File: src/rtl/fm_pkg.sv
package fm_pkg;
  typedef enum logic [1:0] {
    FM_LATCHED  = 2'd0,
    FM_CLEARING = 2'd1,
    FM_RUN      = 2'd2
  } fm_state_e;
endpackage

File: src/rtl/fm_hyst_cmp.sv
module fm_hyst_cmp #(
  parameter int W       = 16,
  parameter int HI_MV   = 8900,
  parameter int LO_MV   = 8200,
  parameter bit RST_LVL = 1'b0
) (
  input  logic         clk,
  input  logic         rst_n,
  input  logic         smp_valid,
  input  logic [W-1:0] smp_mv,
  output logic         lvl
);
  localparam logic [W-1:0] HI_V = W'(HI_MV);
  localparam logic [W-1:0] LO_V = W'(LO_MV);

  logic above_hi;
  logic below_lo;

  always_comb begin
    above_hi = smp_valid && (smp_mv > HI_V);
    below_lo = smp_valid && (smp_mv < LO_V);
  end

  always_ff @(posedge clk or negedge rst_n) begin
    if (!rst_n) begin
      lvl <= RST_LVL;
    end else if (above_hi) begin
      lvl <= 1'b1;
    end else if (below_lo) begin
      lvl <= 1'b0;
    end
  end

  AST_HYST_SET: assert property (@(posedge clk) disable iff (!rst_n)
    smp_valid && (smp_mv > HI_V) |=> lvl);
  AST_HYST_CLR: assert property (@(posedge clk) disable iff (!rst_n)
    smp_valid && (smp_mv < LO_V) |=> !lvl);
  AST_HYST_HOLD: assert property (@(posedge clk) disable iff (!rst_n)
    (!smp_valid || ((smp_mv >= LO_V) && (smp_mv <= HI_V))) |=> $stable(lvl));
endmodule

File: src/rtl/fm_blanker.sv
module fm_blanker #(
  parameter int BLANK_CYC = 33
) (
  input  logic clk,
  input  logic rst_n,
  input  logic trip_lvl,
  output logic trip_ok
);
  localparam int CW = $clog2(BLANK_CYC + 1);
  localparam logic [CW-1:0] LIMIT = CW'(BLANK_CYC);

  logic [CW-1:0] run_cnt;

  always_ff @(posedge clk or negedge rst_n) begin
    if (!rst_n) begin
      run_cnt <= '0;
    end else if (!trip_lvl) begin
      run_cnt <= '0;
    end else if (run_cnt != LIMIT) begin
      run_cnt <= run_cnt + 1'b1;
    end
  end

  always_comb trip_ok = trip_lvl && (run_cnt == LIMIT);

  AST_BLANK_NEEDS_HISTORY: assert property (@(posedge clk) disable iff (!rst_n)
    trip_ok |-> $past(trip_lvl));
  AST_BLANK_DROP: assert property (@(posedge clk) disable iff (!rst_n)
    !trip_lvl |=> (run_cnt == '0));
endmodule

File: src/rtl/fm_clear_ctrl.sv
module fm_clear_ctrl
  import fm_pkg::*;
#(
  parameter int CLR_CYC = 1000
) (
  input  logic clk,
  input  logic rst_n,
  input  logic cause,
  input  logic bypass,
  output logic fault_n
);
  localparam int TW = $clog2(CLR_CYC + 1);
  localparam logic [TW-1:0] LAST = TW'(CLR_CYC - 1);

  fm_state_e state_q, state_d;
  logic [TW-1:0] tmr_q, tmr_d;

  always_comb begin
    state_d = state_q;
    tmr_d   = tmr_q;
    unique case (state_q)
      FM_LATCHED: begin
        tmr_d = '0;
        if (!cause) state_d = bypass ? FM_RUN : FM_CLEARING;
      end
      FM_CLEARING: begin
        if (cause) begin
          state_d = FM_LATCHED;
          tmr_d   = '0;
        end else if (bypass || tmr_q == LAST) begin
          state_d = FM_RUN;
          tmr_d   = '0;
        end else begin
          tmr_d = tmr_q + 1'b1;
        end
      end
      FM_RUN: begin
        tmr_d = '0;
        if (cause) state_d = FM_LATCHED;
      end
      default: begin
        state_d = FM_LATCHED;
        tmr_d   = '0;
      end
    endcase
  end

  always_ff @(posedge clk or negedge rst_n) begin
    if (!rst_n) begin
      state_q <= FM_LATCHED;
      tmr_q   <= '0;
    end else begin
      state_q <= state_d;
      tmr_q   <= tmr_d;
    end
  end

  always_comb fault_n = (state_q == FM_RUN);

  AST_CAUSE_ASSERTS: assert property (@(posedge clk) disable iff (!rst_n)
    cause |=> !fault_n);
  AST_TIMER_RESTART: assert property (@(posedge clk) disable iff (!rst_n)
    cause |=> (tmr_q == '0));
  AST_RELEASE_AFTER_TIMER: assert property (@(posedge clk) disable iff (!rst_n)
    $rose(fault_n) && !$past(bypass) |-> $past(tmr_q) == LAST);
  AST_BYPASS_FAST: assert property (@(posedge clk) disable iff (!rst_n)
    bypass && !cause && (state_q != FM_RUN) |=> fault_n);
endmodule

File: src/rtl/fault_mgr.sv
module fault_mgr #(
  parameter int MV_W       = 16,
  parameter int UV_HI_MV   = 8900,
  parameter int UV_LO_MV   = 8200,
  parameter int TRIP_HI_MV = 460,
  parameter int TRIP_LO_MV = 400,
  parameter int BLANK_CYC  = 33,
  parameter int CLR_CYC    = 1000
) (
  input  logic            clk,
  input  logic            rst_n,
  input  logic            vcc_valid,
  input  logic [MV_W-1:0] vcc_mv,
  input  logic            trip_valid,
  input  logic [MV_W-1:0] trip_mv,
  input  logic            clr_bypass,
  output logic            fault_n,
  output logic            shutdown
);
  logic vcc_good;
  logic trip_lvl;
  logic trip_ok;
  logic any_cause;

  fm_hyst_cmp #(
    .W(MV_W), .HI_MV(UV_HI_MV), .LO_MV(UV_LO_MV), .RST_LVL(1'b0)
  ) u_vcc_cmp (
    .clk(clk), .rst_n(rst_n), .smp_valid(vcc_valid), .smp_mv(vcc_mv), .lvl(vcc_good)
  );

  fm_hyst_cmp #(
    .W(MV_W), .HI_MV(TRIP_HI_MV), .LO_MV(TRIP_LO_MV), .RST_LVL(1'b0)
  ) u_trip_cmp (
    .clk(clk), .rst_n(rst_n), .smp_valid(trip_valid), .smp_mv(trip_mv), .lvl(trip_lvl)
  );

  fm_blanker #(.BLANK_CYC(BLANK_CYC)) u_blank (
    .clk(clk), .rst_n(rst_n), .trip_lvl(trip_lvl), .trip_ok(trip_ok)
  );

  always_comb any_cause = !vcc_good || trip_ok;

  fm_clear_ctrl #(.CLR_CYC(CLR_CYC)) u_ctrl (
    .clk(clk), .rst_n(rst_n), .cause(any_cause), .bypass(clr_bypass), .fault_n(fault_n)
  );

  always_comb shutdown = !fault_n;

  AST_SHUTDOWN_TRACKS: assert property (@(posedge clk) disable iff (!rst_n)
    shutdown != fault_n);
  AST_UV_HOLDS_FAULT: assert property (@(posedge clk) disable iff (!rst_n)
    !vcc_good |=> !fault_n);
  AST_BOTH_GONE: assert property (@(posedge clk) disable iff (!rst_n)
    (!vcc_good || trip_ok) |=> !fault_n);
endmodule

File: config.mk
export PLATFORM = sky130hd
export DESIGN_NAME = fault_mgr
export DESIGN_NICKNAME = d
export VERILOG_FILES = /design/src/rtl/fm_pkg.sv /design/src/rtl/fm_hyst_cmp.sv /design/src/rtl/fm_blanker.sv /design/src/rtl/fm_clear_ctrl.sv /design/src/rtl/fault_mgr.sv
export SDC_FILE = /design/constraint.sdc
export NUM_CORES = 1
export LEC_CHECK = 0
export BUFFER_PORTS_ARGS = -buffer_cell sky130_fd_sc_hd__buf_2
export CORE_MARGIN = 10
export CORE_UTILIZATION = 35
export CTS_CLUSTER_DIAMETER = 200
export CTS_CLUSTER_SIZE = 30
export DETAILED_ROUTE_END_ITERATION = 8
export GPL_TIMING_DRIVEN = 0
export SYNTH_ARGS = -nofsm -noshare
export SYNTH_HDL_FRONTEND = slang
export SYNTH_SLANG_ARGS = --single-unit
File: constraint.sdc
create_clock -name clk -period 1.5 [get_ports clk]
set_clock_uncertainty 0.1 [all_clocks]
set_input_delay 0.3 -clock clk [delete_from_list [all_inputs] [get_ports clk]]
set_output_delay 0.3 -clock clk [all_outputs]
set_load 0.005 [all_outputs]
# == After elaboration in Yosys (flattened, before gate mapping) ==
# Cells that the tools add are included.
# word_totals
ff_bits,20
word_cells,48
inputBits,37
# classes
order_cmp,4
reduce_logical,13
muxes,15
eq_ne,9
add_sub_neg,2
# op_table
operator,count
$mux 10,3
$gt 16x14->1 const B,1
$gt 16x9->1 const B,1
$lt 16x14->1 const B,1
$lt 16x9->1 const B,1
$mux 6,2
$add 10x1->10 const B,1
$eq 10x10->1 const B,1
$mux 2,5
$add 6x1->6 const B,1
$eq 6x6->1 const B,1
$ne 6x6->1 const B,1
$pmux 2 s3,1
$logic_and 1x1->1,5
$mux 1,4
$ne 2x1->1 const B,2
$reduce_bool 2->1,2
$ne 3x1->1 const B,1
$reduce_and 3->1,1
$eq 2x1->1 const B,1
$eq 2x2->1 const B,1
$logic_not 1->1,2
$logic_not 2->1,1
$logic_or 1x1->1,2
$ne 2x2->1 const B,1

# == Longest topological paths before layout ==
# logic_depth
ltp_word,5
ltp_mapped,6

# == By module ==
# From an unflattened synthesis, not the netlist that was laid out.
# unflattened
cells_unflattened,122
hier_area_um2,1144.8
# modules_own_cells
module,area_per_inst_um2,cells_per_inst,seq_area_each_um2,instances
fm_clear_ctrl,580.6,59,300.3,1
fm_blanker,327.8,33,150.1,1
fm_hyst_cmp at u_vcc_cmp,136.4,18,25.0,1
fm_hyst_cmp at u_trip_cmp,90.1,10,25.0,1
fault_mgr,10.0,2,0.0,1

# == Worst setup path before layout ==
# No wires, ideal clock.
# synth_timing
path_kind,reg-to-reg
start,register u_ctrl.tmr_q[0]
end,register u_ctrl.state_q[0]
setup_slack_ns,-0.009
synth_period_minus_slack_ns,1.509
path_buffers,1
setup_ns,0.126
stages_incl_launch_ff,7
arrival_ns,1.283
path_cell_list,dfrtp_1 -> ha_1 -> nand4b_1 -> or3_1 -> o2111ai_2 -> buf_4 -> o41ai_1
# synth_between
elab_chain_len,4
# synth_rtl
item,line,text
start: declaration,fm_clear_ctrl.sv:16,"logic [TW-1:0] tmr_q, tmr_d;"
start signal: assignment,fm_clear_ctrl.sv:54,tmr_q <= tmr_d;
$eq 10x10->1,fm_clear_ctrl.sv:30,end else if (bypass || tmr_q == LAST) begin
$logic_or 1x1->1,fm_clear_ctrl.sv:30,
$ne 3x1->1 (no source line),-,
$reduce_and 3->1 (no source line),-,
end signal: assignment,fm_clear_ctrl.sv:53,state_q <= state_d;
end: declaration,fm_clear_ctrl.sv:15,"fm_state_e state_q, state_d;"
# No other way between the ends.
# A chain may end at the register's enable or synchronous reset.

# == Worst setup path in the final report ==
# layout_timing
start,register u_blank.run_cnt[3]
end,register u_ctrl.state_q[0]
# layout_between
elab_chain_len,5
# layout_rtl
item,line,text
start: declaration,fm_blanker.sv:12,logic [CW-1:0] run_cnt;
start signal: assignment,fm_blanker.sv:20,run_cnt <= run_cnt + 1'b1;
$eq 6x6->1 *,fm_blanker.sv:24,always_comb trip_ok = trip_lvl && (run_cnt == LIMIT);
$logic_and 1x1->1 *,fm_blanker.sv:24,
$logic_or 1x1->1 *,fault_mgr.sv:41,always_comb any_cause = !vcc_good || trip_ok;
$ne 3x1->1 (no source line) (tied with other cells),-,
$reduce_and 3->1 (no source line) or $pmux 2 s3 (tied branches),-,
# Every way passes the cells marked *; elsewhere a longest branch is shown, timed or not.

==> flow_metrics.py <==
metrics = {
    "synthesis": {
        "yosys.area_share.adder_pct": 3.48,
        "synth-simple-area-share_pct": 27.8,
        "synth_top_cell_area_share_pct": 46.4,
        "synth_compound_area_share_pct": 9.63,
        "yosys-top-cells-area": "dfrtp_1, nor2_1, xnor2_1",
        "yosysWarnings": 0,
        "synth_top_family_by_area": "simple AND/OR/NAND/NOR gates",
        "seq_area_frac_synth_pct": 46.4,
        "ys_seq_elements": 20,
        "muxShareOfSynthArea_pct": 0,
        "synth_area_um2": 1080,
        "syn_inst": 111,
        "synth_top_area_cell": "dfrtp_1",
        "synth_nets": 151,
        "avgSynthCellArea_um2": 9.72,
        "ys_types": 32,
        "synthXorXnorAreaFrac_pct": 10.6,
    },
    "timing": {
        "fin_tns_setup_ns": -0.752,
        "post-route-period-util_pct": 105,
        "relSlewSlack_pct": 70.3,
        "fmax_mhz": 634,
        "period_needed_ns": 1.58,
        "rsz0062_at_grt": "true",
        "hold_viol": 0,
        "whs_ns": 0.0978,
        "tightest_slew_ns": 0.446,
        "final.setup.worst_slack_ns": -0.0775,
        "drv_slew": 0,
        "setup_violations": 15,
    },
    "critical_path": {
        "rrSetupSlack_ns": -0.08,
        "cp-startpoint": "u_blank.run_cnt[3]",
        "required_ns": 1.60,
        "crit_fanout": 5,
        "rr_startpoint": "u_blank.run_cnt[3]",
        "start_kind": "flop",
        "reg2reg_to": "u_ctrl.state_q[0]",
        "criticalPathCategory": "flop to flop",
        "arrival_ns": 1.68,
        "critPathCapture": "u_ctrl.state_q[0]",
        "end_kind": "flop",
        "worstRegToRegCells": 5,
    },
    "status": {
        "violations": "setup timing",
        "status": "finished with violations",
    },
    "placed_design": {
        "port_buffers": 38,
        "placed_area_um2": 1310,
        "place.gp.congestion": 0.797,
        "place_inst": 182,
        "dpl.hpwl_mm": 2.00,
        "place_ws_ns": -0.134,
    },
    "drt": {
        "post_drt_via_cell_ratio": 5.18,
        "wl_per_cell_um": 13.7,
        "routed_wl_mm": 2.67,
        "dr_total_vias": 1011,
        "drt_iter0_drc": 46,
        "detail-route-antenna-nets": 0,
        "drc": 0,
        "dr.pass1.iters": 4,
    },
    "clocking": {
        "clockBufferDepth": 2,
        "cts_tree": "done",
        "path_clk_slew_ns": 0.11,
        "root_buffer": "clkbuf_4",
        "numCtsBuffers": 3,
        "clock-sinks": 20,
        "cts-htree-levels": 1,
        "insertion_delay_ns": 0.31,
    },
    "finish": {
        "num_antenna_cells": 0,
        "fill_cells": 288,
        "finalNonFillerCells": 195,
        "regArea_um2": 500,
        "multiInputGateArea_um2": 614,
        "nets": 204,
        "area_growth_pct": 37.2,
        "drive_gt1_share_pct": 40.1,
        "final_area_um2": 1480,
    },
    "power": {
        "p_per_area_nw_per_um2": 1070,
        "irDropWorstVdd_v": 0.000679,
        "power.leakage_nw": 0.666,
    },
    "global_routing": {
        "antenna_found_initial": 0,
        "grt_overflow": 0,
        "grt_max_degree": 21,
        "grt_pass1_vias": 1081,
        "grt_pass1_wl_mm": 4.55,
        "grt_usage_pct": 10.0,
    },
    "floorplan": {
        "placeableCoreArea_um2": 3000,
        "die_h_um": 75.5,
        "rows": 20,
        "die_area_um2": 5700,
        "ioPinCount": 39,
        "initial_core_util_pct": 35.9,
        "dieWidth_um": 75.5,
    },
    "run": {
        "drv_cap": 0,
    },
    "hold_path": {
        "hp-class": "input port to flop",
    },
}
-- worst min-delay path by stage --
stage / start / endpoint / slack [ns] / cells past startpoint
2_1_floorplan: rst_n / u_blank.run_cnt[0] / -0.1 / 0
6_report: trip_valid / u_trip_cmp.lvl / 0.1 / 2
3_3_place_gp: rst_n / u_blank.run_cnt[4] / 0.17 / 1
3_5_place_dp: rst_n / u_blank.run_cnt[3] / 0.18 / 1
5_1_grt: clr_bypass / u_ctrl.state_q[0] / 0.11 / 2
4_1_cts: clr_bypass / u_ctrl.state_q[0] / 0.1 / 2
-- final cells by class --
| cell class | instances | area share (%) |
|---|---|---|
| buffer | 1 | 0.761 |
| sequential | 20 | 33.8 |
| tap | 33 | 2.79 |
| timing repair buffer | 48 | 18.6 |
| multi-input combinational | 86 | 41.5 |
| inverter | 4 | 1.01 |
| clock buffer | 3 | 1.52 |
-- cell usage in the layout (no fill, tap or decap), types with 2 or more instances in the layout --
cell type,count
clkbuf_4,3
nand4_1,4
buf_6,3
xnor2_1,8
nand2_1,4
nand3_1,6
xor2_1,4
dfrtp_1,20
and3_1,5
buf_2,38
inv_1,4
buf_4,7
a21oi_1,2
nor3_1,6
nor2_2,4
ha_1,2
o211ai_1,2
nor2_1,16
nor3b_1,2
-- state kept, by name, summed over array words and instances, names as in the netlist --
signal and cells:
u_ctrl.tmr_q 10, u_trip_cmp.lvl 1, u_blank.run_cnt 6, u_vcc_cmp.lvl 1, u_ctrl.state_q 2
-- layer usage --
metal / routed length, µm / global-route usage (%) / up-vias / part of all wire (%)
met5: 0 / 0 / - / 0
met4: 56 / 3.71 / 0 / 2.1
met3: 111 / 2.08 / 5 / 4.2
met2: 1260 / 16.8 / 28 / 47
met1: 1240 / 12.2 / 473 / 47
li1: - / - / 505 / -
-- critical path, cell delays in order (launching register included) --
cell,delay [ns]
dfrtp_1,0.42
nor4b_2,0.31
nand2_2,0.15
o2111ai_4,0.28
buf_6,0.16
o41ai_2,0.05
-- power by group --
part / internal [mW] / switching (mW)
sequential: 0.648 / 0.122
clock: 0.0940 / 0.164
combinational: 0.311 / 0.240
-- cell usage after synthesis, drive strengths merged --
cell,instances
a22oi,1
a32o,1
inv,4
ha,3
a21o,1
nor4b,1
o21ai,1
dfrtp,20
nor3b,2
nor2,21
nand4,4
o2111ai,1
nor3,6
a211o,1
o41ai,1
or4,1
a21oi,2
nand3,6
xnor2,9
nand4b,1
and3,5
nand2b,1
nand2,5
o211ai,2
nor4,2
a211oi,1
and3b,1
xor2,4
or3,1
a41oi,1
buf,1
-- through the flow --
stage	power (mW)	util [%]
global placement	1.17	43.8
floorplan	1.03	-
CTS	1.51	47.5
detailed placement	1.19	43.8
finish	1.58	49.3
global route	1.68	49.3
-- kinds of logic after synthesis --
group	after synthesis
DFF	20
and+or+nand+nor	57
buffers and inverters	5
xor gates and xnor gates	13
AOI/OAI and AO/OA	13
adders and majority gates	3
-- timing repair --
action | 4_1_cts | 5_1_grt
buffers inserted | 6 | 2
cloned | 1 | 0
hold endpoints to repair | 20 | 0
resized for setup | 8 | 9
pin swaps | 9 | 4
setup endpoints to repair | 11 | 18
hold buffers | 1 | 0
(Power assumes the default switching activity.)
